`config.mk`:
```
export PLATFORM = sky130hd
export DESIGN_NAME = tone_mixer_top
export DESIGN_NICKNAME = d
export VERILOG_FILES = /design/src/rtl/tmx_pkg.sv /design/src/rtl/tmx_uart_rx.sv /design/src/rtl/tmx_cmd_decode.sv /design/src/rtl/tmx_voice.sv /design/src/rtl/tmx_mixer.sv /design/src/rtl/tone_mixer_top.sv
export SDC_FILE = /design/constraint.sdc
export NUM_CORES = 1
export LEC_CHECK = 0
export ABC_AREA = 1
export BUFFER_PORTS_ARGS = -buffer_cell sky130_fd_sc_hd__clkbuf_2
export CAP_MARGIN = 10
export CORE_ASPECT_RATIO = 1.75
export CORE_MARGIN = 8
export CORE_UTILIZATION = 28
export CTS_CLUSTER_DIAMETER = 150
export DETAILED_ROUTE_END_ITERATION = 8
export MAX_ROUTING_LAYER = met4
export PLACE_DENSITY = 0.48
export REMOVE_ABC_BUFFERS = 1
export SLEW_MARGIN = 20
export SYNTH_ARGS = -nofsm -noshare
export SYNTH_HDL_FRONTEND = slang
export SYNTH_HIERARCHICAL = 1
export SYNTH_SLANG_ARGS = --single-unit
```
`constraint.sdc`:
```
create_clock -name clk -period 7.2 [get_ports clk]
set_clock_uncertainty 0.15 [all_clocks]
set_input_delay 0.72 -clock clk [delete_from_list [all_inputs] [get_ports clk]]
set_output_delay 0.72 -clock clk [all_outputs]
set_load 0.005 [all_outputs]
```
`src/rtl/tmx_pkg.sv`:
```
package tmx_pkg;

   localparam int unsigned MAX_VOICES = 8;

   typedef enum logic [1:0] {
      CMD_NONE    = 2'd0,
      CMD_ON      = 2'd1,
      CMD_OFF     = 2'd2,
      CMD_ALL_OFF = 2'd3
   } cmd_kind_e;

   typedef struct packed {
      cmd_kind_e  kind;
      logic [2:0] idx;
   } cmd_t;

   // Reset pitch of each voice in millihertz (A-major chord tones)
   function automatic longint unsigned reset_pitch_mhz(int unsigned idx);
      case (idx)
         0:       return 64'd110000;
         1:       return 64'd138591;
         2:       return 64'd164814;
         3:       return 64'd220000;
         4:       return 64'd277183;
         5:       return 64'd329628;
         6:       return 64'd440000;
         default: return 64'd554365;
      endcase
   endfunction

   // floor(f * 2^acc_w / clk_hz), with f in millihertz
   function automatic logic [63:0] pitch_to_inc(longint unsigned mhz,
                                                longint unsigned clk_hz,
                                                int unsigned acc_w);
      logic [63:0] num;
      num = 64'(mhz) << acc_w;
      return num / (64'(clk_hz) * 64'd1000);
   endfunction

   function automatic cmd_t decode_char(logic [7:0] c);
      cmd_t r;
      r.kind = CMD_NONE;
      r.idx  = 3'd0;
      if (c >= 8'h31 && c <= 8'h38) begin
         r.kind = CMD_ON;
         r.idx  = 3'(c - 8'h31);
      end else begin
         case (c)
            8'h21: begin r.kind = CMD_OFF; r.idx = 3'd0; end // !
            8'h40: begin r.kind = CMD_OFF; r.idx = 3'd1; end // @
            8'h23: begin r.kind = CMD_OFF; r.idx = 3'd2; end // #
            8'h24: begin r.kind = CMD_OFF; r.idx = 3'd3; end // $
            8'h25: begin r.kind = CMD_OFF; r.idx = 3'd4; end // %
            8'h5E: begin r.kind = CMD_OFF; r.idx = 3'd5; end // ^
            8'h26: begin r.kind = CMD_OFF; r.idx = 3'd6; end // &
            8'h2A: begin r.kind = CMD_OFF; r.idx = 3'd7; end // *
            8'h4F: r.kind = CMD_ALL_OFF;                      // O
            default: ;
         endcase
      end
      return r;
   endfunction

endpackage

```
`src/rtl/tmx_uart_rx.sv`:
```
module tmx_uart_rx #(
   parameter int unsigned CLKS_PER_BIT = 434,
   parameter int unsigned DATA_BITS    = 8,
   parameter int unsigned SYNC_STAGES  = 2
) (
   input  logic                 clk,
   input  logic                 rst_n,
   input  logic                 rx,
   output logic                 rx_valid,
   output logic [DATA_BITS-1:0] rx_byte
);

   localparam int unsigned CNT_W  = $clog2(CLKS_PER_BIT + 1);
   localparam int unsigned BIT_W  = $clog2(DATA_BITS + 1);
   localparam int unsigned HALF   = (CLKS_PER_BIT / 2 > 0) ? CLKS_PER_BIT / 2 : 1;

   if (CLKS_PER_BIT < 4) begin : g_bad_rate
      $error("tmx_uart_rx: CLKS_PER_BIT must be at least 4");
   end
   if (SYNC_STAGES < 1) begin : g_bad_sync
      $error("tmx_uart_rx: SYNC_STAGES must be at least 1");
   end

   typedef enum logic [2:0] {
      RX_IDLE, RX_START, RX_DATA, RX_STOP, RX_WAIT_HIGH
   } rx_state_e;

   rx_state_e            state;
   logic [CNT_W-1:0]     cnt;
   logic [BIT_W-1:0]     bitn;
   logic [DATA_BITS-1:0] shreg;
   logic                 rx_s;

   if (SYNC_STAGES == 1) begin : g_sync1
      logic s0;
      always_ff @(posedge clk or negedge rst_n) begin
         if (!rst_n) s0 <= 1'b1;
         else        s0 <= rx;
      end
      assign rx_s = s0;
   end else begin : g_syncn
      logic [SYNC_STAGES-1:0] chain;
      always_ff @(posedge clk or negedge rst_n) begin
         if (!rst_n) chain <= '1;
         else        chain <= {chain[SYNC_STAGES-2:0], rx};
      end
      assign rx_s = chain[SYNC_STAGES-1];
   end

   always_ff @(posedge clk or negedge rst_n) begin
      if (!rst_n) begin
         state    <= RX_IDLE;
         cnt      <= '0;
         bitn     <= '0;
         shreg    <= '0;
         rx_valid <= 1'b0;
         rx_byte  <= '0;
      end else begin
         rx_valid <= 1'b0;
         case (state)
            RX_IDLE: begin
               if (!rx_s) begin
                  state <= RX_START;
                  cnt   <= CNT_W'(HALF - 1);
               end
            end
            RX_START: begin
               if (cnt != '0) cnt <= cnt - 1'b1;
               else if (!rx_s) begin
                  state <= RX_DATA;
                  cnt   <= CNT_W'(CLKS_PER_BIT - 1);
                  bitn  <= '0;
               end else begin
                  state <= RX_IDLE;   // glitch, not a start bit
               end
            end
            RX_DATA: begin
               if (cnt != '0) cnt <= cnt - 1'b1;
               else begin
                  shreg <= {rx_s, shreg[DATA_BITS-1:1]};
                  cnt   <= CNT_W'(CLKS_PER_BIT - 1);
                  if (bitn == BIT_W'(DATA_BITS - 1)) state <= RX_STOP;
                  else                              bitn  <= bitn + 1'b1;
               end
            end
            RX_STOP: begin
               if (cnt != '0) cnt <= cnt - 1'b1;
               else if (rx_s) begin
                  rx_valid <= 1'b1;
                  rx_byte  <= shreg;
                  state    <= RX_IDLE;
               end else begin
                  state <= RX_WAIT_HIGH; // framing error: drop it
               end
            end
            RX_WAIT_HIGH: begin
               if (rx_s) state <= RX_IDLE;
            end
            default: state <= RX_IDLE;
         endcase
      end
   end

   a_r2_valid_pulse : assert property (@(posedge clk) disable iff (!rst_n)
      rx_valid |=> !rx_valid);

endmodule

```
`src/rtl/tmx_cmd_decode.sv`:
```
module tmx_cmd_decode
   import tmx_pkg::*;
#(
   parameter int unsigned NUM_VOICES = 8
) (
   input  logic                  clk,
   input  logic                  rst_n,
   input  logic                  rx_valid,
   input  logic [7:0]            rx_byte,
   output logic [NUM_VOICES-1:0] voice_on
);

   cmd_t cmd;
   assign cmd = decode_char(rx_byte);

   always_ff @(posedge clk or negedge rst_n) begin
      if (!rst_n) begin
         voice_on <= '0;
      end else if (rx_valid) begin
         case (cmd.kind)
            CMD_ON:
               if (32'(cmd.idx) < NUM_VOICES) voice_on[cmd.idx] <= 1'b1;
            CMD_OFF:
               if (32'(cmd.idx) < NUM_VOICES) voice_on[cmd.idx] <= 1'b0;
            CMD_ALL_OFF: voice_on <= '0;
            default: ;
         endcase
      end
   end

   a_r3_first_on : assert property (@(posedge clk) disable iff (!rst_n)
      rx_valid && rx_byte == 8'h31 |=> voice_on[0]);

   a_r4_first_off : assert property (@(posedge clk) disable iff (!rst_n)
      rx_valid && rx_byte == 8'h21 |=> !voice_on[0]);

   a_r5_all_off : assert property (@(posedge clk) disable iff (!rst_n)
      rx_valid && rx_byte == 8'h4F |=> voice_on == '0);

   a_r6_hold : assert property (@(posedge clk) disable iff (!rst_n)
      !rx_valid |=> $stable(voice_on));

endmodule

```
`src/rtl/tmx_voice.sv`:
```
module tmx_voice #(
   parameter int unsigned       ACC_W       = 32,
   parameter logic [ACC_W-1:0]  RESET_INC   = '0
) (
   input  logic             clk,
   input  logic             rst_n,
   input  logic             wr,
   input  logic [ACC_W-1:0] inc_in,
   output logic             square
);

   logic [ACC_W-1:0] inc_q;
   logic [ACC_W-1:0] acc;

   always_ff @(posedge clk or negedge rst_n) begin
      if (!rst_n) begin
         inc_q <= RESET_INC;
         acc   <= '0;
      end else if (wr) begin
         inc_q <= inc_in;
         acc   <= '0;
      end else begin
         acc <= acc + inc_q;
      end
   end

   assign square = acc[ACC_W-1];

   a_r7_clear_on_write : assert property (@(posedge clk) disable iff (!rst_n)
      wr |=> acc == '0);

   a_r7_load_on_write : assert property (@(posedge clk) disable iff (!rst_n)
      wr |=> inc_q == $past(inc_in));

endmodule

```
`src/rtl/tmx_mixer.sv`:
```
module tmx_mixer #(
   parameter int unsigned NUM_VOICES = 8,
   parameter int unsigned OUT_W      = 8,
   parameter int unsigned SAMPLE_DIV = 1024
) (
   input  logic                  clk,
   input  logic                  rst_n,
   input  logic [NUM_VOICES-1:0] square,
   input  logic [NUM_VOICES-1:0] enable,
   output logic [OUT_W-1:0]      sample_out,
   output logic                  sample_stb
);

   localparam int unsigned LEVEL  = ((1 << OUT_W) - 1) / NUM_VOICES;
   localparam int unsigned CNT_W  = $clog2(NUM_VOICES + 1);
   localparam int unsigned PEAK   = LEVEL * NUM_VOICES;

   if (LEVEL < 1) begin : g_bad_level
      $error("tmx_mixer: OUT_W too narrow for NUM_VOICES");
   end

   logic             tick;
   logic [CNT_W-1:0] n_high;
   logic [OUT_W-1:0] mix;

   if (SAMPLE_DIV <= 1) begin : g_every_clock
      assign tick = 1'b1;
   end else begin : g_divider
      localparam int unsigned DIV_W = $clog2(SAMPLE_DIV);
      logic [DIV_W-1:0] div_cnt;
      always_ff @(posedge clk or negedge rst_n) begin
         if (!rst_n)                                  div_cnt <= '0;
         else if (div_cnt == DIV_W'(SAMPLE_DIV - 1))  div_cnt <= '0;
         else                                         div_cnt <= div_cnt + 1'b1;
      end
      assign tick = (div_cnt == DIV_W'(SAMPLE_DIV - 1));
   end

   always_comb begin
      n_high = '0;
      for (int i = 0; i < NUM_VOICES; i++) begin
         n_high = n_high + CNT_W'(square[i] & enable[i]);
      end
      mix = OUT_W'(n_high) * OUT_W'(LEVEL);
   end

   always_ff @(posedge clk or negedge rst_n) begin
      if (!rst_n) begin
         sample_out <= '0;
         sample_stb <= 1'b0;
      end else begin
         sample_stb <= tick;
         if (tick) sample_out <= mix;
      end
   end

   a_r8_change_with_strobe : assert property (@(posedge clk) disable iff (!rst_n)
      !$stable(sample_out) |-> sample_stb);

   a_r8_peak : assert property (@(posedge clk) disable iff (!rst_n)
      sample_out <= OUT_W'(PEAK));

   a_r8_quantised : assert property (@(posedge clk) disable iff (!rst_n)
      (32'(sample_out) % LEVEL) == 0);

endmodule

```
`src/rtl/tone_mixer_top.sv`:
```
module tone_mixer_top
   import tmx_pkg::*;
#(
   parameter int unsigned CLK_HZ      = 50_000_000,
   parameter int unsigned BAUD        = 115_200,
   parameter int unsigned NUM_VOICES  = 8,
   parameter int unsigned ACC_W       = 32,
   parameter int unsigned OUT_W       = 8,
   parameter int unsigned SAMPLE_DIV  = 1024,
   parameter int unsigned SYNC_STAGES = 2,
   localparam int unsigned SEL_W      = (NUM_VOICES > 1) ? $clog2(NUM_VOICES) : 1
) (
   input  logic                  clk,
   input  logic                  rst_n,
   input  logic                  uart_rx,
   input  logic                  inc_wr,
   input  logic [SEL_W-1:0]      inc_sel,
   input  logic [ACC_W-1:0]      inc_data,
   output logic [NUM_VOICES-1:0] voice_on,
   output logic [OUT_W-1:0]      sample_out,
   output logic                  sample_stb
);

   localparam int unsigned CLKS_PER_BIT = CLK_HZ / BAUD;

   if (NUM_VOICES < 1 || NUM_VOICES > MAX_VOICES) begin : g_bad_voices
      $error("tone_mixer_top: NUM_VOICES must be 1..8");
   end
   if (ACC_W < 8 || ACC_W > 32) begin : g_bad_acc
      $error("tone_mixer_top: ACC_W must be 8..32");
   end

   logic                  rx_valid;
   logic [7:0]            rx_byte;
   logic [NUM_VOICES-1:0] square;

   tmx_uart_rx #(
      .CLKS_PER_BIT (CLKS_PER_BIT),
      .DATA_BITS    (8),
      .SYNC_STAGES  (SYNC_STAGES)
   ) i_rx (
      .clk      (clk),
      .rst_n    (rst_n),
      .rx       (uart_rx),
      .rx_valid (rx_valid),
      .rx_byte  (rx_byte)
   );

   tmx_cmd_decode #(
      .NUM_VOICES (NUM_VOICES)
   ) i_dec (
      .clk      (clk),
      .rst_n    (rst_n),
      .rx_valid (rx_valid),
      .rx_byte  (rx_byte),
      .voice_on (voice_on)
   );

   for (genvar v = 0; v < NUM_VOICES; v++) begin : g_voice
      localparam logic [63:0] INC64 = pitch_to_inc(reset_pitch_mhz(v), CLK_HZ, ACC_W);
      tmx_voice #(
         .ACC_W     (ACC_W),
         .RESET_INC (INC64[ACC_W-1:0])
      ) i_voice (
         .clk    (clk),
         .rst_n  (rst_n),
         .wr     (inc_wr && (32'(inc_sel) == v)),
         .inc_in (inc_data),
         .square (square[v])
      );
   end

   tmx_mixer #(
      .NUM_VOICES (NUM_VOICES),
      .OUT_W      (OUT_W),
      .SAMPLE_DIV (SAMPLE_DIV)
   ) i_mix (
      .clk        (clk),
      .rst_n      (rst_n),
      .square     (square),
      .enable     (voice_on),
      .sample_out (sample_out),
      .sample_stb (sample_stb)
   );

   a_r1_quiet_when_off : assert property (@(posedge clk) disable iff (!rst_n)
      sample_stb && $past(voice_on) == '0 && $past(voice_on, 2) == '0 |-> sample_out == '0);

endmodule

```
==> out/metrics.cfg, run 1 <==
[layout]
drive_above_1_share_pct = 9.454
multi_input_area_um2 = 22710
fillCellCount = 16260
area_growth_pct = 11.50
instances_no_fill = 8361
seq_area_um2 = 14440
fin_nets = 6657

[placed_design]
gp_congestion = 0.9172
portBuffers = 55
dp_cells = 8240
dpl.hpwl_mm = 102.7

[routing]
drt-total-wl_mm = 135.6
routed_via_density = 4.404
drtIter0Drc = 1845
first_pass_iters = 7
drc = 0
antenna_left = 0
dr_total_vias = 36820
detail_route.wl_per_cell_um = 16.22

[worst_setup_path]
worstPathArrival_ns = 6.09
cp-end-kind = register
cp.required_ns = 7.63
reg2reg_depth = 21
cp_max_fo = 4
start_kind = register
critPathKind = reg -> reg
crit_start = g_voice[1].i_voice/acc[31]
critical_path.endpoint = i_mix/sample_out[6]
regToRegEndpoint = i_mix/sample_out[6]
reg2reg_setup_slack_ns = 1.54
r2r-start = g_voice[1].i_voice/acc[31]

[grt]
antenna_found_initial = 7
overflow = 0
grt_pass1_vias = 36770
grtUsageTotal_pct = 17.05
grt_max_degree = 159
grt_first_pass_wirelength_mm = 208.7

[yosys]
synth_cell_types = 47
synth_top_area_share_pct = 31.14
synth_seq_cells = 574
synth_largest_area_cell = dfrtp_1
post_synth.cell_area_avg_um2 = 6.598
synthTopCellsByArea = dfrtp_1 31%, nand2_1 23%, inv_1 9.0%
syn_area_um2 = 41390
synth-seq-area-share_pct = 34.88
yosys_warnings = 6
synthCells = 6273

[pwr]
worst_ir_drop_vdd_mv = 0.1994
leakage_nw = 26.40
cellPowerDensity_nw_per_um2 = 404.1

[timing]
whs_ns = 0.2110
finalHoldViolations = 0
drv_slew = 0
setup-tns-final_ns = 0
worst_pin_slew_ns = 1.023
slew_headroom_pct = 31.77
max_freq_mhz = 176.8
rsz0062_at_grt = no
finalCriticalPeriod_ns = 5.657
setup_viol = 0
post-route-period-util_pct = 78.56

[clocking]
clock_path_buffers = 3
post_cts_buffers = 0
cts_tree = built
cts.sinks = 574
root_buffer = clkbuf_16
htree_num_levels = 2
clk_pin_slew_worst_paths_ns = 0.06
cts_buffers = 59
clk_latency_ns = 0.68

[floorplan]
die_w_um = 306.6
num_rows = 186
start_util_pct = 28.19
die_h_um = 524.6
core-area_um2 = 146800
die_area_um2 = 160900
ioPinCount = 56

[status]
status = finished, final reports clean

[run]
cap_violations = 0

[min_path]
hold_class = reg -> reg
holdPathStages = 0

## cell type report
class / instances / area share [%]
clock buffer: 75 / 3.568
inverter: 1044 / 8.502
multi-input combinational: 4571 / 49.21
sequential: 574 / 31.28
timing repair buffer: 79 / 1.101
antenna: 9 / 0.04880
tap: 1974 / 5.352
clock inverter: 35 / 0.9354
## registers in the layout, summed over array words and instances, names as in the netlist
register,flops
i_rx/state,3
i_rx/rx_byte,8
i_mix/sample_stb,1
i_rx/rx_valid,1
i_mix/g_divider.div_cnt,10
i_dec/voice_on,8
g_voice.i_voice/acc,256
i_rx/cnt,9
i_mix/sample_out,8
g_voice.i_voice/inc_q,256
i_rx/g_syncn.chain,2
i_rx/shreg,8
i_rx/bitn,4
## cell usage after synthesis, drive strengths merged
cell type,n
a21o,8
a21oi,319
and2,24
and3,8
buf,20
clkbuf,64
clkinv,7
dfrtp,515
dfstp,59
fa,18
ha,271
inv,1037
nand2,2721
nand3,305
nand3b,3
nand4,43
nor2,592
nor3,54
nor3b,1
o21a,1
o21ai,117
o21bai,25
o22ai,1
or2,3
xnor2,48
xor2,9
## layer usage
layer / up-vias / part of all wire [%] / global-route usage, % / wire (um)
li1: 19220 / - / - / -
met4: 0 / 5.7 / 8.273 / 7721
met3: 277 / 2.1 / 1.378 / 2914
met2: 492 / 54 / 32.89 / 73710
met1: 16830 / 38 / 17.03 / 51250
met5: - / 0 / - / 0
## worst max-delay path, cell delays in order (launching register included)
cell and delay (ns):
dfrtp_1 0.41, nand2_1 0.08, inv_1 0.06, fa_1 0.50, inv_1 0.05, fa_1 0.53
inv_1 0.05, fa_1 0.53, ha_1 0.17, inv_1 0.05, fa_1 0.43, xnor2_1 0.23
inv_1 0.12, fa_1 0.65, inv_1 0.09, fa_1 0.51, fa_1 0.48, nand3b_1 0.18
nand2_1 0.08, or2_2 0.10, nand3_1 0.06, nand2_1 0.06
## report_power, final
group          internal [mW]  switching [mW]  total (mW)
combinational           3.39            7.08        10.5
sequential              4.34           0.468        4.81
clock                   1.91            1.47        3.38
## what timing repair did
action | 4_1_cts | 5_1_grt
endpoints found under the hold margin | 62 | 0
gates resized for setup | 0 | 0
hold buffers | 2 | 0
## worst min path at each step
stage	startpoint	endpoint	slack (ns)
floorplan	i_rx/g_syncn.chain[0]	i_rx/g_syncn.chain[1]	0.20
global placement	i_rx/g_syncn.chain[0]	i_rx/g_syncn.chain[1]	0.20
detailed placement	i_rx/g_syncn.chain[0]	i_rx/g_syncn.chain[1]	0.20
CTS	i_rx/g_syncn.chain[0]	i_rx/g_syncn.chain[1]	0.21
global route	i_rx/g_syncn.chain[0]	i_rx/g_syncn.chain[1]	0.22
finish	i_rx/g_syncn.chain[0]	i_rx/g_syncn.chain[1]	0.21
## cells by family after synthesis
logic type                 synth area share [%]
AOI/OAI and AO/OA                         6.091
DFF                                       34.88
buffers and inverters                     10.41
adders and majority gates                 9.063
xor gates and xnor gates                  1.206
and+or+nand+nor                           38.34
## stage by stage
stage	area (um2)	util, %	setup WS, ns	power (mW)
final	46150	31.43	1.543	18.65
after global routing	46150	31.42	1.177	20.47
after CTS	46130	31.41	1.466	18.94
after detailed placement	44030	29.98	1.504	15.42
after global placement	44020	29.98	1.494	15.30
after floorplan	41000	-	1.834	12.44
## placed cells by master (no fill, tap or decap), drive strengths merged, types with 43 or more instances in the layout
cell type / synthesis / layout
nand4: 43 / 43
inv: 1037 / 1040
o21ai: 117 / 117
dfrtp: 515 / 515
clkbuf: 64 / 129
dfstp: 59 / 59
ha: 271 / 271
nor3: 54 / 54
nand3: 305 / 305
nor2: 592 / 592
nand2: 2721 / 2721
a21oi: 319 / 319
xnor2: 48 / 48
(Power assumes the default switching activity.)
==> run 2, diff against run 1 <==
PLACE_DENSITY = 0.49   (was 0.48)
clock period = 4.8 ns   (was 7.2 ns; I/O delays follow)
==> run 2 against run 1 <==
  * The run now ends with setup timing left
  * Hold slack got worse by 0.0079 ns
  * Flip-flop and latch count did not move
  * Count of clock-buffer cells in the layout rose by 5
  * Maximum frequency rose by 11%
  * Wire length barely moved
  * Sequential power rose by 49%
  * Largest cell class unchanged
  * Largest power group unchanged
==> out/metrics.cfg, run 2 (synthesized netlist as in run 1, its figures left out) <==
[clocking]
htree_num_levels = 2  ; unchanged
root_buffer = clkbuf_16
cts.sinks = 574  ; unchanged
clk_pin_slew_worst_paths_ns = 0.08  ; +0.02 ns
cts_buffers = 61  ; +3.4%
clock_path_buffers = 3  ; unchanged
cts_tree = built
clk_latency_ns = 0.68  ; about the same

[layout]
drive_above_1_share_pct = 10.22  ; +0.77 points
final_core_util_pct = 31.69  ; +0.26 points
layout_commonest_cell = nand2_1
multi_input_area_um2 = 22800  ; +0.40%
final_cell_mix = 2578 x nand2_1, 986 x inv_1, 521 x nor2_1
fin_nets = 6694  ; +0.56%
area_growth_pct = 12.43
instances_no_fill = 8402  ; +0.49%
fin_area_um2 = 46540  ; +0.84%
fillCellCount = 16180  ; -0.49%
largest_registers = g_voice.i_voice/acc: 256 flops, g_voice.i_voice/inc_q: 256 flops, i_mix/g_divider.div_cnt: 10 flops
seq_area_um2 = 14440  ; unchanged

[worst_setup_path]
critPathKind = reg -> reg
worstPathArrival_ns = 5.49  ; -0.60 ns
crit_chain = nand2_1 -> inv_2 -> fa_1 -> inv_1 -> fa_1 -> inv_1 -> fa_1 -> ha_2 -> inv_2 -> fa_2 -> xnor2_2 -> inv_2 -> fa_1 -> buf_4 -> fa_1 -> ha_4 -> nand2_4 -> nor2_1 -> nand2_1 -> nand3_1 -> nand2_1 -> nand3_1 -> nand2_1
cpMostUsedCell = fa_1
slowest_stage = fa_1
max_stage_delay_ns = 0.52  ; -0.13 ns
start_kind = register
cp_max_fo = 4  ; unchanged
cp-end-kind = register
cp.required_ns = 5.20  ; -2.43 ns

[floorplan]
num_rows = 186  ; unchanged
die_h_um = 524.6  ; unchanged
die_w_um = 306.6  ; unchanged
die_area_um2 = 160900  ; unchanged
ioPinCount = 56  ; unchanged
core-area_um2 = 146800  ; unchanged
start_util_pct = 28.19  ; unchanged

[timing]
finalCriticalPeriod_ns = 5.085  ; -0.5714 ns
whs_ns = 0.2031  ; -0.007937 ns
finalHoldViolations = 0  ; unchanged
worst_pin_slew_ns = 1.005  ; -0.01858 ns
slew_headroom_pct = 32.77  ; +0.99 points
setup-tns-final_ns = -1.039  ; -1.039 ns
setup_viol = 5  ; +5
timing.final.ws_setup_ns = -0.2852  ; -1.829 ns
max_freq_mhz = 196.6  ; +11%
post-route-period-util_pct = 105.9  ; +27 points
drv_slew = 0  ; unchanged
rsz0062_at_grt = yes

[placed_design]
place_area_um2 = 44270  ; +0.55%
dpl.hpwl_mm = 102.5  ; -0.23%
dp_cells = 8273  ; +0.40%
portBuffers = 55  ; unchanged
place_ws_ns = -0.6874  ; -2.191 ns
gp_congestion = 0.9334  ; +1.8%

[grt]
overflow = 0  ; unchanged
grt_first_pass_wirelength_mm = 211.4  ; +1.3%
antenna_found_initial = 6  ; -1
grt_max_degree = 108  ; -32%
grtUsageTotal_pct = 17.23  ; +0.18 points
grt_pass1_vias = 37720  ; +2.6%

[status]
status = finished with violations
violations = setup timing

[run]
cap_violations = 0  ; unchanged

[pwr]
leakage_nw = 26.64  ; +0.90%
worst_ir_drop_vdd_mv = 0.3270  ; +64%
cellPowerDensity_nw_per_um2 = 603.8  ; +49%
totalPowerFinal_mw = 28.10  ; +51%

[routing]
detail_route.wl_per_cell_um = 16.14  ; -0.45%
met2_length_mm = 74.03  ; +0.44%
wl_met3_mm = 3.299  ; +13%
top_layer = met4
wl_met1_mm = 51.15  ; -0.19%
routed_via_density = 4.427  ; +0.52%
drt-total-wl_mm = 135.6  ; about the same
first_pass_iters = 5  ; -2
drtIter0Drc = 1676  ; -9.2%
dr_total_vias = 37190  ; +1.0%
antenna_left = 0  ; unchanged
drc = 0  ; unchanged

[min_path]
hold_class = reg -> reg

==> run 2: cell types whose count changed in the layout (fill, tap and decap cells not counted), moves of 4 or more <==
cell        previous run  this run
buf_4                 19        53
clkbuf_1               5        12
inv_2                 43        49
clkbuf_8              11         6
clkinv_2               9        14
clkinvlp_4             9         4
inv_1                991       986
nand2_1             2582      2578
==> run 2: final timing paths <==
kind	from	endpoint	slack [ns]	cells after the start
max	i_dec/voice_on[0]	i_mix/sample_out[7]	-0.29	23
min	i_rx/g_syncn.chain[0]	i_rx/g_syncn.chain[1]	0.20	0
max reg2reg	i_dec/voice_on[0]	i_mix/sample_out[7]	-0.29	23
min reg2reg	i_rx/g_syncn.chain[0]	i_rx/g_syncn.chain[1]	0.20	0
max in group asynchronous	rst_n	g_voice[6].i_voice/acc[17]	3.07	3
min in group asynchronous	rst_n	i_rx/rx_valid	0.25	2
==> run 2: final cells by class <==
type	instances	area share (%)
Multi-Input combinational cell	4571	48.99
Tap cell	1974	5.307
Sequential cell	574	31.02
Clock inverter	35	0.9168
Inverter	1044	8.432
Antenna cell	10	0.05377
Clock buffer	80	3.608
Timing Repair Buffer	114	1.664
==> run 2: metal layers <==
layer  global-route usage, %  vias to the layer above
met2                   33.31                      522
li1                        -                    19330
met1                   17.31                    17100
met5                       -                        -
met4                   7.857                        0
met3                   1.450                      247
==> run 2: worst max-delay path, delay by kind of cell, from the launching register on <==
kind          cells  cell delay [ns]
fa+ha+maj         8             3.34
simple gates      8             0.54
buf+inv           6             0.40
flops             1             0.37
xor+xnor          1             0.17
==> run 2: power breakdown <==
part           switching [mW]  internal [mW]  leakage (nW)
Combinational            10.7           5.12          18.7
Sequential              0.669           6.51          6.91
Clock                    2.22           2.91          1.03
==> run 2: timing repair <==
action                                  4_1_cts  5_1_grt
endpoints found under the hold margin        65        0
endpoints found under the setup margin        5        5
resized for setup                            17        9
pin swaps                                    19        5
hold buffers                                  2        0
setup buffers                                 2        0
